### src/rtl/mbox_pkg.sv
package mbox_pkg;
  localparam int DW      = 32;
  localparam int OFFW    = 8;
  localparam int N_ARGS  = 6;
  localparam int SEL_W   = $clog2(N_ARGS);

  localparam logic [OFFW-1:0] OFF_INDEX = 8'hB8;
  localparam logic [OFFW-1:0] OFF_DATA  = 8'hBC;

  localparam logic [DW-1:0] ADDR_ID   = 32'h03B1_0528;
  localparam logic [DW-1:0] ADDR_RESP = 32'h03B1_0564;
  localparam logic [DW-1:0] ADDR_ARG0 = 32'h03B1_0998;
  localparam logic [DW-1:0] ARG_SPAN  = DW'(4 * N_ARGS);

  typedef enum logic [1:0] {TGT_NONE, TGT_ID, TGT_RESP, TGT_ARG} tgt_e;

  typedef struct packed {
    tgt_e             tgt;
    logic [SEL_W-1:0] slot;
  } hit_t;

  // Map an internal address onto a mailbox target and argument slot.
  // Addresses below the argument base wrap to a huge offset and miss.
  function automatic hit_t classify(logic [DW-1:0] addr);
    hit_t          h;
    logic [DW-1:0] off;
    off    = addr - ADDR_ARG0;
    h.tgt  = TGT_NONE;
    h.slot = '0;
    if (addr == ADDR_ID)        h.tgt = TGT_ID;
    else if (addr == ADDR_RESP) h.tgt = TGT_RESP;
    else if (off < ARG_SPAN && off[1:0] == 2'b00) begin
      h.tgt  = TGT_ARG;
      h.slot = off[SEL_W+1:2];
    end
    return h;
  endfunction
endpackage

### src/rtl/mbox_decode.sv
module mbox_decode
  import mbox_pkg::*;
#(
  parameter int AW  = DW,
  parameter int SW  = SEL_W
) (
  input  logic [AW-1:0] index_q,
  output tgt_e          tgt,
  output logic [SW-1:0] slot
);
  hit_t hit;

  always_comb begin
    hit  = classify(index_q);
    tgt  = hit.tgt;
    slot = hit.slot;
  end
endmodule

### src/rtl/mbox_host_port.sv
module mbox_host_port
  import mbox_pkg::*;
#(
  parameter int OW  = OFFW,
  parameter int W   = DW
) (
  input  logic          clk,
  input  logic          rst_n,
  input  logic          hst_wr,
  input  logic          hst_rd,
  input  logic [OW-1:0] hst_off,
  input  logic [W-1:0]  hst_wdata,
  input  logic [W-1:0]  store_rval,
  output logic [W-1:0]  index_q,
  output logic          data_we,
  output logic [W-1:0]  hst_rdata,
  output logic          hst_rvalid
);
  logic at_index, at_data, index_we;
  logic live_q;

  assign at_index = (hst_off == OFF_INDEX);
  assign at_data  = (hst_off == OFF_DATA);
  assign index_we = hst_wr && at_index;
  assign data_we  = hst_wr && at_data;

  always_ff @(posedge clk or negedge rst_n) begin
    if (!rst_n) begin
      index_q    <= '0;
      hst_rdata  <= '0;
      hst_rvalid <= 1'b0;
      live_q     <= 1'b0;
    end else begin
      live_q     <= 1'b1;
      hst_rvalid <= hst_rd;
      if (index_we) index_q <= hst_wdata;
      if (hst_rd) begin
        if (at_index)     hst_rdata <= index_q;
        else if (at_data) hst_rdata <= store_rval;
        else              hst_rdata <= '0;
      end
    end
  end

  p_rvalid_cause_r3: assert property (@(posedge clk) disable iff (!rst_n)
    live_q && hst_rvalid |-> $past(hst_rd));

  p_index_hold_r2: assert property (@(posedge clk) disable iff (!rst_n)
    live_q && !$past(index_we) |-> $stable(index_q));

  p_stray_read_zero_r8: assert property (@(posedge clk) disable iff (!rst_n)
    live_q && $past(hst_rd && !at_index && !at_data) |-> hst_rdata == '0);
endmodule

### src/rtl/mbox_store.sv
module mbox_store
  import mbox_pkg::*;
#(
  parameter int W  = DW,
  parameter int N  = N_ARGS,
  parameter int SW = SEL_W
) (
  input  logic          clk,
  input  logic          rst_n,
  input  tgt_e          tgt,
  input  logic [SW-1:0] slot,
  input  logic          data_we,
  input  logic [W-1:0]  wdata,
  output logic [W-1:0]  rval,
  output logic [W-1:0]  msg_id,
  output logic          doorbell,
  output logic [W-1:0]  resp,
  input  logic [SW-1:0] prc_arg_sel,
  input  logic          prc_arg_we,
  input  logic [W-1:0]  prc_arg_wdata,
  output logic [W-1:0]  prc_arg_rdata,
  input  logic          prc_resp_we,
  input  logic [W-1:0]  prc_resp_wdata
);
  logic [N-1:0][W-1:0] arg_q;
  logic [N-1:0]        arg_wr;
  logic                id_wr_evt, resp_host_wr, arg_host_wr, unmapped_wr;
  logic                live_q;

  assign id_wr_evt    = data_we && (tgt == TGT_ID);
  assign resp_host_wr = data_we && (tgt == TGT_RESP);
  assign arg_host_wr  = data_we && (tgt == TGT_ARG);
  assign unmapped_wr  = data_we && (tgt == TGT_NONE);

  always_ff @(posedge clk or negedge rst_n) begin
    if (!rst_n) begin
      msg_id   <= '0;
      doorbell <= 1'b0;
      resp     <= '0;
      live_q   <= 1'b0;
    end else begin
      live_q   <= 1'b1;
      doorbell <= id_wr_evt;
      if (id_wr_evt) msg_id <= wdata;
      if (prc_resp_we)       resp <= prc_resp_wdata;
      else if (resp_host_wr) resp <= wdata;
    end
  end

  for (genvar k = 0; k < N; k++) begin : g_arg
    logic host_hit, prc_hit;
    assign host_hit  = arg_host_wr && (slot == SW'(k));
    assign prc_hit   = prc_arg_we && (prc_arg_sel == SW'(k));
    assign arg_wr[k] = host_hit || prc_hit;

    always_ff @(posedge clk or negedge rst_n) begin
      if (!rst_n)        arg_q[k] <= '0;
      else if (prc_hit)  arg_q[k] <= prc_arg_wdata;
      else if (host_hit) arg_q[k] <= wdata;
    end
  end

  always_comb begin
    prc_arg_rdata = '0;
    for (int k = 0; k < N; k++)
      if (prc_arg_sel == SW'(k)) prc_arg_rdata = arg_q[k];
  end

  always_comb begin
    rval = '0;
    case (tgt)
      TGT_ID:   rval = msg_id;
      TGT_RESP: rval = resp;
      TGT_ARG: begin
        for (int k = 0; k < N; k++)
          if (slot == SW'(k)) rval = arg_q[k];
      end
      default:  rval = '0;
    endcase
  end

  p_bell_cause_r4: assert property (@(posedge clk) disable iff (!rst_n)
    live_q && doorbell |-> $past(id_wr_evt));

  p_msgid_latch_r4: assert property (@(posedge clk) disable iff (!rst_n)
    live_q && $past(id_wr_evt) |-> msg_id == $past(wdata));

  p_resp_prio_r5: assert property (@(posedge clk) disable iff (!rst_n)
    live_q && $past(prc_resp_we) |-> resp == $past(prc_resp_wdata));

  p_arg_quiet_r6: assert property (@(posedge clk) disable iff (!rst_n)
    live_q && $past(arg_wr) == '0 |-> $stable(arg_q));

  p_unmapped_inert_r7: assert property (@(posedge clk) disable iff (!rst_n)
    live_q && $past(unmapped_wr && !prc_resp_we && !prc_arg_we)
    |-> $stable(msg_id) && $stable(resp) && $stable(arg_q) && !doorbell);
endmodule

### src/rtl/mbox_window_top.sv
module mbox_window_top
  import mbox_pkg::*;
(
  input  logic             clk,
  input  logic             rst_n,
  input  logic             hst_wr,
  input  logic             hst_rd,
  input  logic [OFFW-1:0]  hst_off,
  input  logic [DW-1:0]    hst_wdata,
  output logic [DW-1:0]    hst_rdata,
  output logic             hst_rvalid,
  output logic             prc_doorbell,
  output logic [DW-1:0]    prc_msg_id,
  input  logic [SEL_W-1:0] prc_arg_sel,
  output logic [DW-1:0]    prc_arg_rdata,
  input  logic             prc_arg_we,
  input  logic [DW-1:0]    prc_arg_wdata,
  input  logic             prc_resp_we,
  input  logic [DW-1:0]    prc_resp_wdata,
  output logic [DW-1:0]    prc_resp
);
  logic [DW-1:0]    index_q;
  logic [DW-1:0]    store_rval;
  logic             data_we;
  tgt_e             tgt;
  logic [SEL_W-1:0] slot;

  mbox_host_port #(.OW(OFFW), .W(DW)) u_host (
    .clk(clk), .rst_n(rst_n), .hst_wr(hst_wr), .hst_rd(hst_rd),
    .hst_off(hst_off), .hst_wdata(hst_wdata), .store_rval(store_rval),
    .index_q(index_q), .data_we(data_we),
    .hst_rdata(hst_rdata), .hst_rvalid(hst_rvalid)
  );

  mbox_decode #(.AW(DW), .SW(SEL_W)) u_dec (
    .index_q(index_q), .tgt(tgt), .slot(slot)
  );

  mbox_store #(.W(DW), .N(N_ARGS), .SW(SEL_W)) u_store (
    .clk(clk), .rst_n(rst_n), .tgt(tgt), .slot(slot),
    .data_we(data_we), .wdata(hst_wdata), .rval(store_rval),
    .msg_id(prc_msg_id), .doorbell(prc_doorbell), .resp(prc_resp),
    .prc_arg_sel(prc_arg_sel), .prc_arg_we(prc_arg_we),
    .prc_arg_wdata(prc_arg_wdata), .prc_arg_rdata(prc_arg_rdata),
    .prc_resp_we(prc_resp_we), .prc_resp_wdata(prc_resp_wdata)
  );
endmodule

### config.mk
export PLATFORM = sky130hd
export DESIGN_NAME = mbox_window_top
export DESIGN_NICKNAME = d
export VERILOG_FILES = /design/src/rtl/mbox_pkg.sv /design/src/rtl/mbox_decode.sv /design/src/rtl/mbox_host_port.sv /design/src/rtl/mbox_store.sv /design/src/rtl/mbox_window_top.sv
export SDC_FILE = /design/constraint.sdc
export NUM_CORES = 1
export LEC_CHECK = 0
export ABC_CLOCK_PERIOD_IN_PS = 5200
export BUFFER_PORTS_ARGS = -buffer_cell sky130_fd_sc_hd__buf_2
export CAP_MARGIN = 20
export CELL_PAD_IN_SITES_DETAIL_PLACEMENT = 0
export CELL_PAD_IN_SITES_GLOBAL_PLACEMENT = 1
export CORE_MARGIN = 4
export CORE_UTILIZATION = 46
export DETAILED_ROUTE_END_ITERATION = 16
export MAX_ROUTING_LAYER = met4
export PLACE_DENSITY_LB_ADDON = 0.1
export REMOVE_ABC_BUFFERS = 1
export SLEW_MARGIN = 20
export SYNTH_ARGS = -nofsm -noshare
export SYNTH_HDL_FRONTEND = slang
export SYNTH_HIERARCHICAL = 1
export SYNTH_SLANG_ARGS = --single-unit
### constraint.sdc
create_clock -name clk -period 5.2 [get_ports clk]
set_input_delay 0 -clock clk [delete_from_list [all_inputs] [get_ports clk]]
set_output_delay 0 -clock clk [all_outputs]
set_load 0.01 [all_outputs]
# --- Word level (Yosys, flattened, before mapping) ---
# Cells that the tools add are included.
classes:
  n_eq_ne: 17
  n_lt_le_gt_ge: 1
  n_shift: 0
  n_mul: 0
  mux: 34
  bitwise_logic: 0
  addsub: 1
  reduce_logical: 28
  div: 0
op_table:
  columns: ["op", "count"]
  rows:
  - ["$mux W32", 28]
  - ["$pmux W32 S3", 1]
  - ["$eq A32 B26 Y1 const B", 2]
  - ["$lt A32 B5 Y1 const B", 1]
  - ["$sub A32 B26 Y32 const B", 1]
  - ["$logic_and A1 B1 Y1", 18]
  - ["$eq A8 B8 Y1 const B", 2]
  - ["$reduce_bool A2 Y1", 7]
  - ["$eq A3 B2 Y1 const B", 4]
  - ["$eq A3 B3 Y1 const B", 4]
  - ["$eq A3 B1 Y1 const B", 2]
  - ["$logic_not A3 Y1", 2]
  - ["$mux W3", 2]
  - ["$mux W5", 1]
  - ["$eq A2 B2 Y1 const B", 2]
  - ["$mux W2", 2]
  - ["$eq A2 B1 Y1 const B", 1]
  - ["$logic_not A2 Y1", 1]
totals:
  output_inout_bits: 130
  wordCells: 93
  input_bits: 113
  mem_bits_ro: 0
  mem_bits_rw: 0
  register_bits: 322
  latchBits: 0
  mem_count: 0

# --- Longest topological paths before layout ---
# Gate-level depths: netlist of the first run.
logic_depth:
  ltp_word: 16
  mapped_depth: 18
  mapped_depth_nobuf: 15

# --- Cells and area by module ---
# Netlist of the first run, hierarchy kept.
modules_own_cells:
  columns: ["module", "cells_each", "area_each_um2", "n_inst", "seq_area_each_um2"]
  rows:
  - ["mbox_store", 1829, 16575.9, 1, 6431.2]
  - ["mbox_host_port", 250, 2960.3, 1, 1626.6]
  - ["mbox_decode", 121, 850.8, 1, 0.0]

# --- Worst setup path after synthesis of the first run ---
# OpenSTA, ideal clock, no wires.
synth_path:
  path_kind: "register -> register"
  startpoint: "reg u_host.index_q[3]"
  endpoint: "reg u_host.hst_rdata[22]"
  period_less_slack_ns: 4.060
  path_stages_with_launch: 18
  path_slack_ns: 1.140
  setup_ns: 0.135
  required_time_ns: 5.065
  n_path_buf: 2
  arrival_ns: 3.926
  cell_sequence: "dfrtp_1 -> ha_1 -> nor3_2 -> o211a_4 -> a21oi_1 -> a211o_1 -> a2111oi_0 -> nand4_1 -> nor4b_2 -> and2_1 -> buf_4 -> buf_2 -> or4bb_1 -> a221oi_1 -> a21oi_1 -> mux2_2 -> nand2_1 -> o22ai_1"
synth_via:
  elab_chain_len: 16
  word_cells_on_any_way: 28
  classes_between: "add/sub: 1; order compare: 1; eq/ne: 10; mux: 14; reduce/logical: 2"
synth_lines:
  columns: ["item", "line", "source"]
  rows:
  - ["from (decl)", "mbox_host_port.sv:14", "output logic [W-1:0] index_q,"]
  - ["from (signal assigned)", "mbox_host_port.sv:36", "if (index_we) index_q <= hst_wdata;"]
  - ["$sub A32 B26 Y32", "mbox_pkg.sv:27", "off = addr - ADDR_ARG0;"]
  - ["$lt A32 B5 Y1", "mbox_pkg.sv:32", "else if (off < ARG_SPAN && off[1:0] == 2'b00) begin"]
  - ["$logic_and A1 B1 Y1", "mbox_pkg.sv:32", null]
  - ["$mux W5", "mbox_pkg.sv:32", null]
  - ["$mux W3", "mbox_pkg.sv:31", "else if (addr == ADDR_RESP) h.tgt = TGT_RESP;"]
  - ["$mux W3 (*)", "mbox_pkg.sv:30", "if (addr == ADDR_ID) h.tgt = TGT_ID;"]
  - ["net slot[0]", "mbox_window_top.sv:26", "logic [SEL_W-1:0] slot;"]
  - ["$logic_not A3 Y1", "mbox_store.sv:76", "if (slot == SW'(k)) rval = arg_q[k];"]
  - ["$mux W32 (5 in series)", "mbox_store.sv:76", null]
  - ["$mux W32 (*)", "mbox_store.sv:76", null]
  - ["$pmux W32 S3 (*)", "mbox_store.sv:71", "case (tgt)"]
  - ["net store_rval[22]", "mbox_window_top.sv:23", "logic [DW-1:0] store_rval;"]
  - ["$mux W32 (*)", "mbox_host_port.sv:39", "else if (at_data) hst_rdata <= store_rval;"]
  - ["$mux W32 (*)", "mbox_host_port.sv:38", "if (at_index) hst_rdata <= index_q;"]
  - ["to (signal assigned)", "mbox_host_port.sv:38", null]
  - ["to (signal assigned)", "mbox_host_port.sv:39", null]
  - ["to (decl)", "mbox_host_port.sv:16", "output logic [W-1:0] hst_rdata,"]
# Mark *: on every way through the listed nets, which the timed path passes. The rest lies on a longest branch.
# A chain may end at the register's enable or synchronous reset.

# --- Worst setup path after layout of the first run ---
layout_path:
  startpoint: "reg u_host.index_q[3]"
  endpoint: "reg u_store/arg_q[111] in the netlist's numbering"
layout_via:
  word_cells_on_any_way: 15
  classes_between: "add/sub: 1; order compare: 1; eq/ne: 4; mux: 5; reduce/logical: 4"
layout_lines:
  columns: ["item", "line", "source"]
  rows:
  - ["$sub A32 B26 Y32", "mbox_pkg.sv:27", null]
  - ["$lt A32 B5 Y1", "mbox_pkg.sv:32", null]
  - ["$logic_and A1 B1 Y1", "mbox_pkg.sv:32", null]
  - ["$mux W5", "mbox_pkg.sv:32", null]
  - ["$mux W3", "mbox_pkg.sv:31", null]
  - ["$mux W3 (*)", "mbox_pkg.sv:30", null]
  - ["net slot[1]", "mbox_window_top.sv:26", null]
  - ["$eq A3 B2 Y1 (*)", "mbox_store.sv:52", "assign host_hit = arg_host_wr && (slot == SW'(k));"]
  - ["$logic_and A1 B1 Y1 (*)", "mbox_store.sv:52", null]
  - ["$reduce_bool A2 Y1 (no source line) (*)", null, null]
  - ["to (signal, indexed assignment)", "mbox_store.sv:58", "else if (prc_hit) arg_q[k] <= prc_arg_wdata;"]
  - ["to (signal, indexed assignment)", "mbox_store.sv:59", "else if (host_hit) arg_q[k] <= wdata;"]
  - ["to (decl)", "mbox_store.sv:25", "logic [N-1:0][W-1:0] arg_q;"]
# Marks and branches as above.

==> results of run 1 <==
-- metal layers --
metal / up-vias / wire [um]
met5: - / 0
met1: 10100 / 34900
met3: 229 / 8370
li1: 8723 / -
met2: 1286 / 38400
met4: 0 / 3290
-- cells in the mapped netlist (all sizes together), types with 25 or more instances --
cell / number / area (um2)
nand2: 88 / 333
mux2: 183 / 2060
a21oi: 165 / 830
and3b: 32 / 280
clkbuf: 136 / 512
mux4: 26 / 586
a221oi: 71 / 622
or4bb: 25 / 282
dfrtp: 322 / 8060
a31oi: 132 / 826
o21ai: 237 / 1190
o22ai: 59 / 369
buf: 109 / 662
o221ai: 32 / 287
o31a: 40 / 350
nor2: 203 / 772
inv: 90 / 338
nand3: 71 / 360
mux2i: 46 / 460
-- stage by stage --
stage	total power (W)	cell area [um2]	setup TNS, ps	setup WS, ps
2_1_floorplan	0.00389	19200	-240700	-1530
3_3_place_gp	0.00443	22000	0	436
3_5_place_dp	0.00447	22000	0	438
4_1_cts	0.00727	24500	0	55.0
5_1_grt	0.00758	24600	0	18.7
6_report	0.00726	24600	0	241
-- placed cells by master, fill, tap and decap left out, types with 71 or more instances in the layout --
cell type / count
a21oi_1: 164
nand2_1: 86
buf_2: 240
a221oi_1: 71
o21ai_0: 237
dlygate4sd3_1: 128
a31oi_1: 132
mux2_2: 176
inv_1: 89
dfrtp_1: 322
nor2_1: 201
-- sequential cells by signal (all words and copies together), names as in the netlist --
signal and count:
u_store/arg_q 192, u_store/resp 32, u_store/doorbell 1, u_store/msg_id 32, u_host/hst_rdata 32, u_host/hst_rvalid 1
u_host/index_q 32
-- power groups by stage --
| stage | registers [W] | logic [W] | clock network (W) |
|---|---|---|---|
| after floorplan | 0.00310 | 0.000788 | 0 |
| after global placement | 0.00319 | 0.00124 | 0 |
| after detailed placement | 0.00320 | 0.00127 | 0 |
| after CTS | 0.00316 | 0.00140 | 0.00271 |
| after global routing | 0.00321 | 0.00156 | 0.00281 |
| final | 0.00317 | 0.00142 | 0.00267 |
-- what timing repair did --
action | CTS | global route
hold buffers | 128 | 0
buffers inserted | 0 | 0
hold endpoints to repair | 371 | 0
setup endpoints to repair | 0 | 33
resized for setup | 0 | 13
-- worst max-delay path: stages, from the launching register on --
cell,delay [ps]
dfrtp_1,470
ha_1,300
nor3_4,250
o211a_4,220
a21oi_1,70
a211o_1,310
a2111oi_0,370
nand4_1,230
nor4b_4,420
and2_2,260
buf_4,410
nand2_4,270
buf_4,320
o31a_1,270
a21oi_1,140
dlygate4sd3_1,560
-- layout make-up --
| type | instances | area (um2) | area share |
|---|---|---|---|
| multi-input combinational | 1543 | 10900 | 0.445 |
| sequential | 322 | 8060 | 0.328 |
| timing repair buffer | 442 | 3290 | 0.134 |
| clock buffer | 64 | 1190 | 0.0485 |
| tap | 585 | 732 | 0.0298 |
| inverter | 90 | 338 | 0.0137 |
| clock inverter | 4 | 20.0 | 0.000814 |
| antenna | 1 | 2.50 | 0.000102 |
-- logic make-up (layout without fill, tap and decap cells) --
family | count (synthesis) | count (layout) | synth area share
muxes | 255 | 255 | 0.152
AOI/OAI and AO/OA | 789 | 789 | 0.244
buffers and inverters | 335 | 600 | 0.0741
DFF | 322 | 322 | 0.395
adders and majority gates | 1 | 1 | 0.000614
xor gates and xnor gates | 4 | 4 | 0.00172
and+or+nand+nor | 494 | 494 | 0.132
other | 0 | 1 | 0
-- worst paths after layout --
kind	startpoint	endpoint	slack (ps)	cells after the start
setup / recovery	u_host/index_q[3]	u_store/arg_q[111]	240	15
hold / removal	rst_n	u_store/msg_id[3]	40	2
setup reg to reg	u_host/index_q[3]	u_store/arg_q[111]	240	15
hold reg to reg	u_store/msg_id[11]	u_store/msg_id[11]	510	2
max in group asynchronous	rst_n	u_store/arg_q[57]	3760	3
min in group clk	hst_rd	u_host/hst_rvalid	140	2
==> results.ini, run 1 <==
[timing]
whs_ps=39.2
fmax_mhz=202
finalCritPeriodShare=0.954
finalHoldViolCount=0
grt_setup_unrepaired=false
worstMarginPinSlew_ps=1100
report.final.slew_viol_count=0
relSlewSlack=0.266
setup_violations=0
skew_ps=17.8
min_period_ps=4960

[cts]
cts_tree=yes
cts_buffers=39
clk_pin_slew_ps=60
clk_latency_ps=570
htree_levels=2
clkSinkCount=322
cts_root_buf=clkbuf_16
cts.path.max_buffers=3

[power]
combinationalPowerShare=0.196
leakagePower_nw=10.2
power_frac_clock=0.367
internal_power_w=0.00513
ir_worst_vdd_mv=0.213
p_sw_frac=0.293
pwr_density_cell_nw_per_um2=295
power_frac_seq=0.437
p_sw_w=0.00213

[cells_and_area]
nFillCells=3917
drive_gt1_frac=0.249
fin_nets=2552
area_growth_pct=20.6
final_cells=3051
finalCoreUtilization=0.566

[floorplan]
row_count=76
die-area_um2=47800
initial_core_util=0.469
die_y_um=219
ioPinCount=243
die_x_um=219
core-area_um2=43500

[job]
drv_cap=0

[routing]
drc=0
num_vias=20300
viasPerCell=6.66
wl_mm=85.0
antenna_left=0
wire_per_inst_um=27.9
drt_iter0_markers=2312
firstDrtPassIters=5

[grt]
grt_pass1_wl_mm=127
antenna_found_initial=1
grt_pass1_vias=20100
gr-usage-met1=0.484
grt_usage=0.358
met2_usage=0.543
grt-ovfl-total=0
grt.busiest_layer=met2
grt_max_degree=155
globalRouteMet3Util=0.0635

[synthesis]
synth_cells=2200
synth_seq_cells=322
avgSynthCellArea_um2=9.27
synth_area_um2=20400
async_reset_ff_frac=1.00
synth_cell_types=83
synth_enable_flop_cells=0
synthFlopType=dfrtp_1
ys_seq_area_frac=0.395
yosys_warnings=6

[worst_hold_path]
hp-class=input port to async pin

[setup_path]
cp_max_fo=24
cp_data_required_time_ps=5700
cp-end-kind=flop
critPathKind=flop to flop
crit_path_start_kind=flop
cp.arrival_ps=5460

[placed_design]
dpl.cell_count=2854
dp_hpwl_mm=50.0
gp_congestion=0.957
io_buffers=242

[outcome]
status=finished, final reports clean

Note: power is estimated with default switching activity, not from simulation.
==> inputs of run 2 (changes only) <==
Settings changed: PLACE_DENSITY_LB_ADDON 0.1 to 0.3.
==> results.ini, run 2 (synthesized netlist as in run 1, its figures left out) <==
[floorplan]
die_y_um=219  ; unchanged
die-area_um2=47800  ; unchanged
die_x_um=219  ; unchanged
row_count=76  ; unchanged
initial_core_util=0.469  ; unchanged
ioPinCount=243  ; unchanged
core-area_um2=43500  ; unchanged

[power]
p_sw_w=0.00211  ; -0.63%
ir_worst_vdd_mv=0.200  ; -6.2%
internal_power_w=0.00506  ; -1.4%
leakagePower_nw=10.1  ; -0.37%
combinationalPowerShare=0.194  ; -0.002
pwr_density_cell_nw_per_um2=294  ; -0.57%
power_frac_seq=0.441  ; +0.004
p_sw_frac=0.295  ; +0.00161
power_frac_clock=0.365  ; -0.002

[routing]
num_vias=20200  ; -0.50%
firstDrtPassIters=6  ; +1
antenna_left=0  ; unchanged
viasPerCell=6.65  ; -0.24%
wl_mm=82.5  ; -3.0%
wire_per_inst_um=27.1  ; -2.7%
drt_iter0_markers=2428  ; +5.0%
drc=0  ; unchanged

[job]
drv_cap=0  ; unchanged

[placed_design]
gp_congestion=0.982  ; +2.6%
dp_hpwl_mm=50.0  ; about the same
io_buffers=242  ; unchanged
dpl-instance-area_um2=22000  ; about the same

[setup_path]
cp_data_required_time_ps=5700  ; about the same
cp-end-kind=flop
slowest_delay_ps=570  ; about the same
cp_max_fo=58  ; +140%
crit_path_start_kind=flop
cp_cell_sequence=ha_1 > nor3_4 > o211a_4 > a21oi_1 > a211o_1 > a2111oi_0 > nand4_1 > nor4b_4 > a41o_2 > buf_4 > and4b_2 > buf_12 > a41oi_1 > a21oi_1 > dlygate4sd3_1
slowest_stage=dlygate4sd3_1
cp.arrival_ps=5410  ; -50 ps
critPathKind=flop to flop
critPathMostFrequentCell=a21oi_1

[cells_and_area]
largest_reg_flops=192  ; unchanged
mostFrequentLayoutCell=dfrtp_1
n_antenna_cell=0  ; -1
drive_gt1_frac=0.255  ; +0.00640
final_cell_mix=dfrtp_1, buf_2, o21ai_0
fin_nets=2550  ; -0.078%
finalCoreUtilization=0.562  ; -0.00343
top_register=u_store/arg_q
final_area_um2=24400  ; -0.61%
area_growth_pct=19.9
nFillCells=3915  ; -0.051%

[timing]
skew_ps=24.6  ; +6.79 ps
finalSetupTns_ps=0  ; unchanged
finalHoldViolCount=0  ; unchanged
worstMarginPinSlew_ps=1160  ; +63.0 ps
fmax_mhz=204  ; +0.99%
grt_setup_unrepaired=false
relSlewSlack=0.221  ; -0.0451
min_period_ps=4910  ; -48.6 ps
report.final.slew_viol_count=0  ; unchanged
finalCritPeriodShare=0.944  ; -0.00935
setup_violations=0  ; unchanged

[cts]
cts.path.max_buffers=3  ; unchanged
htree_levels=2  ; unchanged
clk_pin_slew_ps=60  ; about the same
clkSinkCount=322  ; unchanged
clk_latency_ps=560  ; about the same
cts_tree=yes
cts_buffers=39  ; unchanged
cts_root_buf=clkbuf_16

[grt]
grt_usage=0.345  ; -0.0131
grt_max_degree=132  ; -15%
antenna_found_initial=1  ; unchanged
grt_pass1_vias=20200  ; +0.43%
grt_pass1_wl_mm=124  ; -2.6%
grt-ovfl-total=0  ; unchanged

[outcome]
status=finished, final reports clean

[worst_hold_path]
hp-class=input port to flop

==> run 2: area by class of cell <==
cell class / instances / area (um2) / area share
clock inverter: 8 / 40.0 / 0.00164
multi-input combinational: 1544 / 10900 / 0.447
inverter: 90 / 338 / 0.0138
tap: 585 / 732 / 0.0300
clock buffer: 55 / 1140 / 0.0466
sequential: 322 / 8060 / 0.330
timing repair buffer: 439 / 3200 / 0.131
==> run 2: power groups by stage <==
| stage | Combinational, W | Sequential (W) | Clock (W) |
|---|---|---|---|
| 6_report | 0.00139 | 0.00316 | 0.00262 |
| 5_1_grt | 0.00152 | 0.00320 | 0.00275 |
| 4_1_cts | 0.00137 | 0.00315 | 0.00265 |
| 3_5_place_dp | 0.00128 | 0.00319 | 0 |
| 3_3_place_gp | 0.00124 | 0.00318 | 0 |
| 2_1_floorplan | 0.000788 | 0.00310 | 0 |
==> run 2: worst paths after layout <==
check	endpoint	start	slack (ps)	cells after the start
max in group asynchronous	u_store/msg_id[29]	rst_n	3790	3
hold / removal	u_store/arg_q[17]	prc_arg_we	110	4
setup reg to reg	u_store/arg_q[81]	u_host/index_q[3]	290	15
setup / recovery	u_store/arg_q[81]	u_host/index_q[3]	290	15
min in group asynchronous	u_store/arg_q[108]	rst_n	120	2
hold reg to reg	u_store/msg_id[31]	u_store/msg_id[31]	510	2
==> run 2: metal layers <==
layer  share of wire  GRT usage  vias up
li1                -          -     8716
met1            0.41      0.469     9984
met2            0.45      0.525     1278
met3           0.099     0.0580      251
met4           0.037      0.122        0
met5               0          -        -
==> run 2: worst max-delay path: cells and delay by family, from the launching register on <==
family                   cells  cell delay, ps
AO/OA/AOI/OAI                7            1640
adder cells (fa/ha/maj)      1             310
buffers and inverters        3            1150
flip-flops                   1             490
AND/OR/NAND/NOR              4            1200
==> run 2: stage by stage <==
| step | setup WS (ps) | hold slack [ps] | instances | total power, W |
|---|---|---|---|---|
| after floorplan | -1530 | -296 | 1955 | 0.00389 |
| after global placement | 175 | 144 | 2861 | 0.00442 |
| after detailed placement | 170 | 142 | 2862 | 0.00447 |
| after CTS | 24.8 | 67.4 | 3038 | 0.00718 |
| after global routing | 62.8 | 143 | 3043 | 0.00747 |
| final | 289 | 115 | 3043 | 0.00717 |
==> run 2: what timing repair did <==
| action | CTS | global route |
|---|---|---|
| hold buffers | 113 | 0 |
| endpoints found under the hold margin | 391 | 0 |
| resized for setup | 0 | 7 |
| setup endpoints to repair | 0 | 90 |
| setup buffers | 0 | 3 |
==> inputs of run 3 (changes only) <==
Settings changed: CORE_UTILIZATION 46 to 45.
==> results.ini, run 3 (synthesized netlist as in run 1, its figures left out) <==
[cts]
cts_buffers=39  ; unchanged
cts_tree=yes
clk_latency_ps=560  ; about the same
cts_root_buf=clkbuf_16
cts.path.max_buffers=3  ; unchanged
clkSinkCount=322  ; unchanged
htree_levels=2  ; unchanged
clk_pin_slew_ps=60  ; about the same

[timing]
skew_ps=15.8  ; -8.80 ps
setup_violations=0  ; unchanged
setup_ws_ps=295  ; +6.01 ps
whs_ps=83.4  ; -31.5 ps
finalHoldViolCount=0  ; unchanged
min_period_ps=4900  ; -6.01 ps
grt_setup_unrepaired=false
fmax_mhz=204  ; +0.12%
finalCritPeriodShare=0.943  ; -0.00116
relSlewSlack=0.353  ; +0.132
finalSetupTns_ps=0  ; unchanged
worstMarginPinSlew_ps=967  ; -196 ps
report.final.slew_viol_count=0  ; unchanged

[setup_path]
cp_data_required_time_ps=5700  ; about the same
reg2reg_setup_slack_ps=300  ; about the same
cp-end-kind=flop
crit_path_start_kind=flop
critPathKind=flop to flop
slowest_stage=dlygate4sd3_1
reg2reg_to=u_store/arg_q[121]
reg2reg_depth=16  ; +1
cp_cell_sequence=ha_1 > nor3_4 > o211a_4 > a21oi_1 > a211o_1 > a2111oi_1 > nand4_1 > nor4b_4 > buf_4 > and2_4 > buf_12 > nand2_2 > buf_12 > o31a_1 > a21oi_1 > dlygate4sd3_1
cp.arrival_ps=5410  ; about the same
cp_max_fo=51  ; -12%
slowest_delay_ps=560  ; about the same
rr_startpoint=u_host/index_q[3]

[grt]
grt_pass1_wl_mm=124  ; +0.23%
antenna_found_initial=0  ; -1
grt_usage=0.328  ; -0.0165
grt-ovfl-total=0  ; unchanged
grt_pass1_vias=20000  ; -0.66%
grt_max_degree=149  ; +13%

[cells_and_area]
multi_input_area_um2=10900  ; about the same
largest_reg_flops=192  ; unchanged
mostFrequentLayoutCell=dfrtp_1
finalCoreUtilization=0.553  ; -0.00940
register_area_um2=8060  ; unchanged
fin_nets=2550  ; unchanged
drive_gt1_frac=0.251  ; -0.00366
n_antenna_cell=0  ; unchanged
nFillCells=4073  ; +4.0%
area_growth_pct=20.7
final_cell_mix=dfrtp_1, buf_2, o21ai_0
top_register=u_store/arg_q

[power]
pwr_density_cell_nw_per_um2=297  ; +1.1%
ir_worst_vdd_mv=0.234  ; +17%
leakagePower_nw=10.2  ; +0.55%
power_w=0.00730  ; +1.8%

[floorplan]
row_count=77  ; +1.3%
die_y_um=221  ; +1.1%
ioPinCount=243  ; unchanged
die_x_um=221  ; +1.1%
core-area_um2=44500  ; +2.4%
initial_core_util=0.458  ; -0.0111
die-area_um2=48800  ; +2.1%

[routing]
drc=0  ; unchanged
viasPerCell=6.60  ; -0.77%
firstDrtPassIters=6  ; unchanged
wire_per_inst_um=26.4  ; -2.4%
wl_mm=80.7  ; -2.1%
drt_iter0_markers=2678  ; +10%
antenna_left=0  ; unchanged
num_vias=20100  ; -0.42%

[job]
drv_cap=0  ; unchanged

[placed_design]
gp_congestion=0.958  ; -2.4%
io_buffers=242  ; unchanged
dp_slack_ps=428  ; +258 ps
dp_hpwl_mm=49.4  ; -1.2%

[worst_hold_path]
hp-class=input port to async pin

[outcome]
status=finished, final reports clean

run 3: cell type report:
cell class,count,area share
clock buffer,63,0.0487
clock inverter,4,0.00254
inverter,90,0.0137
multi-input combinational,1543,0.444
sequential,322,0.327
tap,592,0.0301
timing repair buffer,440,0.133
run 3: worst max path at each step:
stage	from	end	depth (start not counted)
2_1_floorplan	u_host/index_q[3]	u_store/arg_q[160]	12
3_3_place_gp	u_host/index_q[3]	u_host/hst_rdata[12]	16
3_5_place_dp	u_host/index_q[3]	u_host/hst_rdata[7]	16
4_1_cts	u_host/index_q[3]	u_store/arg_q[174]	16
5_1_grt	u_host/index_q[3]	u_store/arg_q[150]	15
6_report	u_host/index_q[3]	u_store/arg_q[121]	16
run 3: metrics by stage:
step	std cells	cell area [um2]
3_3_place_gp	2863	22100
4_1_cts	3052	24600
3_5_place_dp	2864	22100
5_1_grt	3054	24600
6_report	3054	24600
2_1_floorplan	1955	19200
run 3: report_power, final:
part / internal [W] / switching, W / leakage (nW)
clock network: 0.00162 / 0.00111 / 0.612
registers: 0.00286 / 0.000303 / 3.88
logic: 0.000702 / 0.000706 / 5.70
total: 0.00518 / 0.00212 / 10.2
run 3: per-layer routing:
layer | wire, um | global-route usage | vias to the layer above
met3 | 8360 | 0.0546 | 208
met1 | 33200 | 0.452 | 9938
met4 | 2700 | 0.0984 | 0
met2 | 36500 | 0.504 | 1286
met5 | 0 | - | -
li1 | - | - | 8713
run 3: critical path, delay by kind of cell, from the launching register on:
| family | cells | cell delay, ps |
|---|---|---|
| simple gates | 5 | 1360 |
| compound gates | 6 | 1360 |
| buf+inv | 4 | 1330 |
| flops | 1 | 470 |
| fa+ha+maj | 1 | 290 |
run 3: what timing repair did:
item / in CTS / in global routing
endpoints found under the hold margin: 381 / 0
setup endpoints to repair: 0 / 26
setup buffers: 0 / 1
hold buffers: 121 / 0
resized for setup: 0 / 7
